[config.mk]
export PLATFORM = sky130hd
export DESIGN_NAME = sar_serial_port
export DESIGN_NICKNAME = d
export VERILOG_FILES = /design/src/rtl/sar_port_pkg.sv /design/src/rtl/pin_sync_edge.sv /design/src/rtl/conv_sequencer.sv /design/src/rtl/bit_shifter.sv /design/src/rtl/sar_serial_port.sv
export SDC_FILE = /design/constraint.sdc
export NUM_CORES = 1
export LEC_CHECK = 0
export CELL_PAD_IN_SITES_DETAIL_PLACEMENT = 1
export CELL_PAD_IN_SITES_GLOBAL_PLACEMENT = 1
export CORE_ASPECT_RATIO = 1.5
export CORE_MARGIN = 1
export CORE_UTILIZATION = 38
export CTS_CLUSTER_DIAMETER = 200
export DETAILED_ROUTE_END_ITERATION = 12
export HOLD_SLACK_MARGIN = 0.06
export PLACE_DENSITY_LB_ADDON = 0.1
export SYNTH_ARGS = -nofsm -noshare
export SYNTH_HDL_FRONTEND = slang
export SYNTH_SLANG_ARGS = --single-unit
export TNS_END_PERCENT = 100
[constraint.sdc]
create_clock -name clk -period 1.59 [get_ports clk]
set_input_delay 0.318 -clock clk [delete_from_list [all_inputs] [get_ports clk]]
set_output_delay 0.318 -clock clk [all_outputs]
set_load 0.02 [all_outputs]
[src/rtl/sar_port_pkg.sv]
package sar_port_pkg;
  typedef enum logic [1:0] {
    PH_IDLE = 2'd0,
    PH_CONV = 2'd1,
    PH_ACQ  = 2'd2
  } phase_e;
endpackage

[src/rtl/pin_sync_edge.sv]
module pin_sync_edge #(
  parameter int WIDTH  = 3,
  parameter int STAGES = 2
) (
  input  logic             clk,
  input  logic             rst,
  input  logic [WIDTH-1:0] pin_i,
  output logic [WIDTH-1:0] level_o,
  output logic [WIDTH-1:0] rise_o,
  output logic [WIDTH-1:0] fall_o
);
  logic [WIDTH-1:0] stage_q [STAGES];
  logic [WIDTH-1:0] prev_q;

  always_ff @(posedge clk) begin
    if (rst) stage_q[0] <= '0;
    else     stage_q[0] <= pin_i;
  end

  for (genvar s = 1; s < STAGES; s++) begin : g_stage
    always_ff @(posedge clk) begin
      if (rst) stage_q[s] <= '0;
      else     stage_q[s] <= stage_q[s-1];
    end
  end

  always_ff @(posedge clk) begin
    if (rst) prev_q <= '0;
    else     prev_q <= stage_q[STAGES-1];
  end

  assign level_o = stage_q[STAGES-1];
  assign rise_o  = stage_q[STAGES-1] & ~prev_q;
  assign fall_o  = ~stage_q[STAGES-1] & prev_q;
endmodule

[src/rtl/conv_sequencer.sv]
module conv_sequencer
  import sar_port_pkg::*;
#(
  parameter int DATA_W      = 14,
  parameter int CONV_CYCLES = 24
) (
  input  logic              clk,
  input  logic              rst,
  input  logic              cnv_rise_i,
  input  logic              cnv_fall_i,
  input  logic              sdi_lvl_i,
  input  logic              take_i,
  input  logic [DATA_W-1:0] core_i,
  output phase_e            phase_o,
  output logic              ready_o,
  output logic [DATA_W-1:0] result_o
);
  localparam int CNT_W = (CONV_CYCLES > 2) ? $clog2(CONV_CYCLES) : 1;
  localparam logic [CNT_W-1:0] LAST = CNT_W'(CONV_CYCLES - 1);

  phase_e            phase_q;
  logic [CNT_W-1:0]  cnt_q;
  logic              armed_q;
  logic              ready_q;
  logic [DATA_W-1:0] result_q;
  logic              start;

  assign start = cnv_rise_i && sdi_lvl_i && (phase_q != PH_CONV);

  always_ff @(posedge clk) begin
    if (rst) begin
      phase_q  <= PH_IDLE;
      cnt_q    <= '0;
      armed_q  <= 1'b0;
      ready_q  <= 1'b0;
      result_q <= '0;
    end else if (start) begin
      phase_q <= PH_CONV;
      cnt_q   <= '0;
      armed_q <= 1'b1;
      ready_q <= 1'b0;
    end else if (phase_q == PH_CONV) begin
      if (cnv_fall_i) armed_q <= 1'b0;
      if (cnt_q == LAST) begin
        phase_q  <= PH_ACQ;
        result_q <= core_i;
        ready_q  <= armed_q && !cnv_fall_i;
      end else begin
        cnt_q <= cnt_q + 1'b1;
      end
    end else if (take_i) begin
      ready_q <= 1'b0;
    end
  end

  assign phase_o  = phase_q;
  assign ready_o  = ready_q;
  assign result_o = result_q;
endmodule

[src/rtl/bit_shifter.sv]
module bit_shifter #(
  parameter int DATA_W = 14
) (
  input  logic              clk,
  input  logic              rst,
  input  logic              load_i,
  input  logic              sck_fall_i,
  input  logic              release_i,
  input  logic [DATA_W-1:0] data_i,
  output logic              sdo_o,
  output logic              oe_o
);
  localparam int LEFT_W = $clog2(DATA_W + 1);

  logic [DATA_W-1:0] shreg_q;
  logic [LEFT_W-1:0] left_q;
  logic              oe_q;

  always_ff @(posedge clk) begin
    if (rst) begin
      shreg_q <= '0;
      left_q  <= '0;
      oe_q    <= 1'b0;
    end else if (release_i) begin
      oe_q <= 1'b0;
    end else if (load_i) begin
      shreg_q <= data_i;
      left_q  <= LEFT_W'(DATA_W);
      oe_q    <= 1'b1;
    end else if (oe_q && sck_fall_i) begin
      if (left_q == LEFT_W'(1)) begin
        oe_q <= 1'b0;
      end else begin
        shreg_q <= {shreg_q[DATA_W-2:0], 1'b0};
        left_q  <= left_q - 1'b1;
      end
    end
  end

  assign sdo_o = shreg_q[DATA_W-1];
  assign oe_o  = oe_q;
endmodule

[src/rtl/sar_serial_port.sv]
module sar_serial_port
  import sar_port_pkg::*;
#(
  parameter int DATA_W      = 14,
  parameter int CONV_CYCLES = 24,
  parameter int SYNC_STAGES = 2
) (
  input  logic              clk,
  input  logic              rst,
  input  logic              cnv_i,
  input  logic              sck_i,
  input  logic              sdi_i,
  input  logic [DATA_W-1:0] core_result_i,
  output logic              sdo_o,
  output logic              sdo_oe_o
);
  localparam int PIN_CNV = 0;
  localparam int PIN_SCK = 1;
  localparam int PIN_SDI = 2;

  logic [2:0]        pin_lvl, pin_rise, pin_fall;
  logic              cnv_rise, cnv_fall, sck_fall;
  phase_e            phase;
  logic              ready;
  logic              load;
  logic [DATA_W-1:0] result;

  pin_sync_edge #(.WIDTH(3), .STAGES(SYNC_STAGES)) sync_i (
    .clk     (clk),
    .rst     (rst),
    .pin_i   ({sdi_i, sck_i, cnv_i}),
    .level_o (pin_lvl),
    .rise_o  (pin_rise),
    .fall_o  (pin_fall)
  );

  assign cnv_rise = pin_rise[PIN_CNV];
  assign cnv_fall = pin_fall[PIN_CNV];
  assign sck_fall = pin_fall[PIN_SCK];
  assign load     = cnv_fall && (phase == PH_ACQ) && ready;

  conv_sequencer #(.DATA_W(DATA_W), .CONV_CYCLES(CONV_CYCLES)) seq_i (
    .clk        (clk),
    .rst        (rst),
    .cnv_rise_i (cnv_rise),
    .cnv_fall_i (cnv_fall),
    .sdi_lvl_i  (pin_lvl[PIN_SDI]),
    .take_i     (load),
    .core_i     (core_result_i),
    .phase_o    (phase),
    .ready_o    (ready),
    .result_o   (result)
  );

  bit_shifter #(.DATA_W(DATA_W)) shf_i (
    .clk        (clk),
    .rst        (rst),
    .load_i     (load),
    .sck_fall_i (sck_fall),
    .release_i  (cnv_rise),
    .data_i     (result),
    .sdo_o      (sdo_o),
    .oe_o       (sdo_oe_o)
  );
endmodule

==> impl_metrics.ini <==
[timing]
fmax_mhz = 574
setup_violations = 16
slew_violations = 0
period_needed_ps = 1740
setup_ws_ps = -151
final.period_utilization_pct = 109
finClkSkew_ps = 7.38
slew_headroom_pct = 82.2
setup_tns_ps = -1850
worst_slew_pin_slew_ps = 266
finalHoldViolCount = 0
rsz0062_at_grt = yes

[logic_synthesis]
post-synth-top-area-cell = dfxtp_1
synth_edf_count = 0
yosys_warnings = 0
ys_types = 39
ys_seq_area_share_pct = 49.4
ys.flop_type = dfxtp_1
netlist_area_um2 = 2020
yosysTopAreaCellShare_pct = 49.4
synthesis.nets = 239
avgSynthCellArea_um2 = 9.33
synth.ff_latch_count = 50
synth_area_leaders = dfxtp_1 49%, nand2_1 6.5%, mux2i_1 5.9%
async_flop_share_pct = 0
synth_cells = 217

[finish]
syn2layout_area_growth_pct = 31.5
final_layout_size_suffix_gt1_share_pct = 21.2
layout.nets = 282
antenna_cells = 0
final_cells = 328

[clock_tree]
cts_buffers = 5
insertion_delay_ps = 300
clock_path_buffers = 2
cts-htree-levels = 2
postCtsHoldBufs = 0
clock_sinks = 50
clkTransAtPathRegs_ps = 90
tritoncts = yes
cts-root-buf = clkbuf_8

[critical_path]
crit_path_top_delay_cell = or3b_4
path_delay_family = simple AND/OR/NAND/NOR gates
worstPathArrival_ps = 1960
crit_path_max_fanout = 12
path_buf_inv = 2
worstPathRequired_ps = 1810
max_stage_delay_ps = 380
end_kind = flip-flop
startpoint_type = flip-flop
path_class = reg -> reg
crit_chain = inv_2, ha_4, or3b_4, and2_4, a211oi_4, buf_12, o2bb2ai_1

[global_route]
track_usage_pct = 20.2
grt_pass1_wl_mm = 8.39
grt_max_degree = 21
antenna_found_initial = 0
grt_pass1_vias = 1825
gr-total-overflow = 0

[die]
dieArea_um2 = 5630
rows = 32
chipHeight_um = 91.4
initial_utilization_pct = 39.5
die_x_um = 61.6
pin_count = 21
core_um2 = 5120

[power]
powerDensity_nw_per_um2 = 779
ir_drop_mv = 0.465
p_leak_nw = 1.02
p_total_w = 0.00207

[min_path]
hold_class = reg -> reg

[detailed_routing]
antenna_left = 0
finalWirelength_mm = 5.30
drt-pass1-iter-count = 4
drtIter0Drc = 44
via_per_inst = 5.21
vias = 1709
wl_per_cell_um = 16.2
route.detailed.drc = 0

[outcome]
violations = setup timing
status = finished, violations left

[placed_design]
place_ws_ps = -74.5
gp_congestion = 0.786
portBuffers = 20
dp_cells = 311
dpl.hpwl_mm = 3.58

[flow_run]
drv_cap = 0
[flip-flops by register name, indices dropped and copies added, names as in the netlist]
register,count
seq_i.ready_o,1
sync_i.prev_q,2
shf_i.shreg_q,14
shf_i.oe_o,1
sync_i.stage_q,6
seq_i.cnt_q,5
shf_i.left_q,4
seq_i.phase_o,2
seq_i.armed_q,1
seq_i.result_o,14
[through the flow]
step	instance area [um2]	util, %	hold WS [ps]
after floorplan	2050	-	414
after global placement	2440	47.6	422
after detailed placement	2440	47.6	428
after CTS	2580	50.3	445
after global routing	2660	51.9	455
final	2660	51.9	438
[kinds of logic after synthesis]
| logic type | after synthesis | synth area share (%) |
|---|---|---|
| AOI/OAI and AO/OA | 44 | 15.8 |
| xor gates and xnor gates | 4 | 1.73 |
| adders and majority gates | 3 | 1.85 |
| buffers and inverters | 16 | 3.77 |
| DFF | 50 | 49.4 |
| muxes | 12 | 5.93 |
| and+or+nand+nor | 88 | 21.5 |
[metal layers]
| metal | GRT usage, % | wire [um] | up-vias |
|---|---|---|---|
| li1 | - | - | 833 |
| met2 | 36.4 | 3000 | 27 |
| met3 | 4.13 | 107 | 13 |
| met5 | 0 | 0 | - |
| met1 | 21.4 | 2030 | 836 |
| met4 | 8.52 | 158 | 0 |
[layout make-up]
class / instances / area (um2)
timing repair buffer: 48 / 473
multi-input combinational: 151 / 1000
clock buffer: 7 / 76.3
inverter: 4 / 15.0
sequential: 50 / 1010
fill: 635 / 2460
tap: 68 / 85.1
[final timing paths]
| path | startpoint | end | slack (ps) | depth (start not counted) |
|---|---|---|---|---|
| min | sync_i.stage_q[0][0]$_SDFF_PP0_ | sync_i.stage_q[1][0]$_SDFF_PP0_ | 440 | 1 |
| min reg2reg | sync_i.stage_q[0][0]$_SDFF_PP0_ | sync_i.stage_q[1][0]$_SDFF_PP0_ | 440 | 1 |
| max reg2reg | shf_i.left_q[1]$_SDFFE_PP0P_ | shf_i.shreg_q[2]$_SDFFE_PP0P_ | -150 | 7 |
| max | shf_i.left_q[1]$_SDFFE_PP0P_ | shf_i.shreg_q[2]$_SDFFE_PP0P_ | -150 | 7 |
[placed cells by master (no fill, tap or decap), drive strengths merged, types with 3 or more instances in the layout]
cell type	n
a21oi	19
buf	28
clkbuf	7
clkdlybuf4s50	18
dfxtp	50
ha	3
inv	4
mux2i	12
nand2	35
nand2b	4
nand3	7
nor2	13
nor2b	11
nor3	6
o21ai	3
o2bb2ai	12
xor2	4
[power breakdown]
group	leakage [nW]	internal, W	total, W	switching [W]
clock	0.0383	0.000304	0.000697	0.000393
combinational	0.571	0.0000633	0.000108	0.0000447
sequential	0.406	0.00126	0.00127	0.00000722
[cell usage after synthesis, types with 2 or more instances]
library cell,number
nor2b_1,11
nor2_1,12
buf_2,4
xor2_1,4
dfxtp_1,50
inv_1,4
clkbuf_1,5
nand4b_1,2
o21ai_0,3
and3_1,2
nand3_1,7
nor3_1,6
nand2b_1,4
ha_1,3
a32o_1,2
nand2_1,35
o2bb2ai_1,12
mux2i_1,12
a21oi_1,19
[what timing repair did]
action                     CTS  global route
gates cloned                 1             1
gates resized for setup      5            15
pin swaps                    1             7
setup endpoints to repair   16            32
setup buffers                3             5
Power figures use the tool's default switching activity.
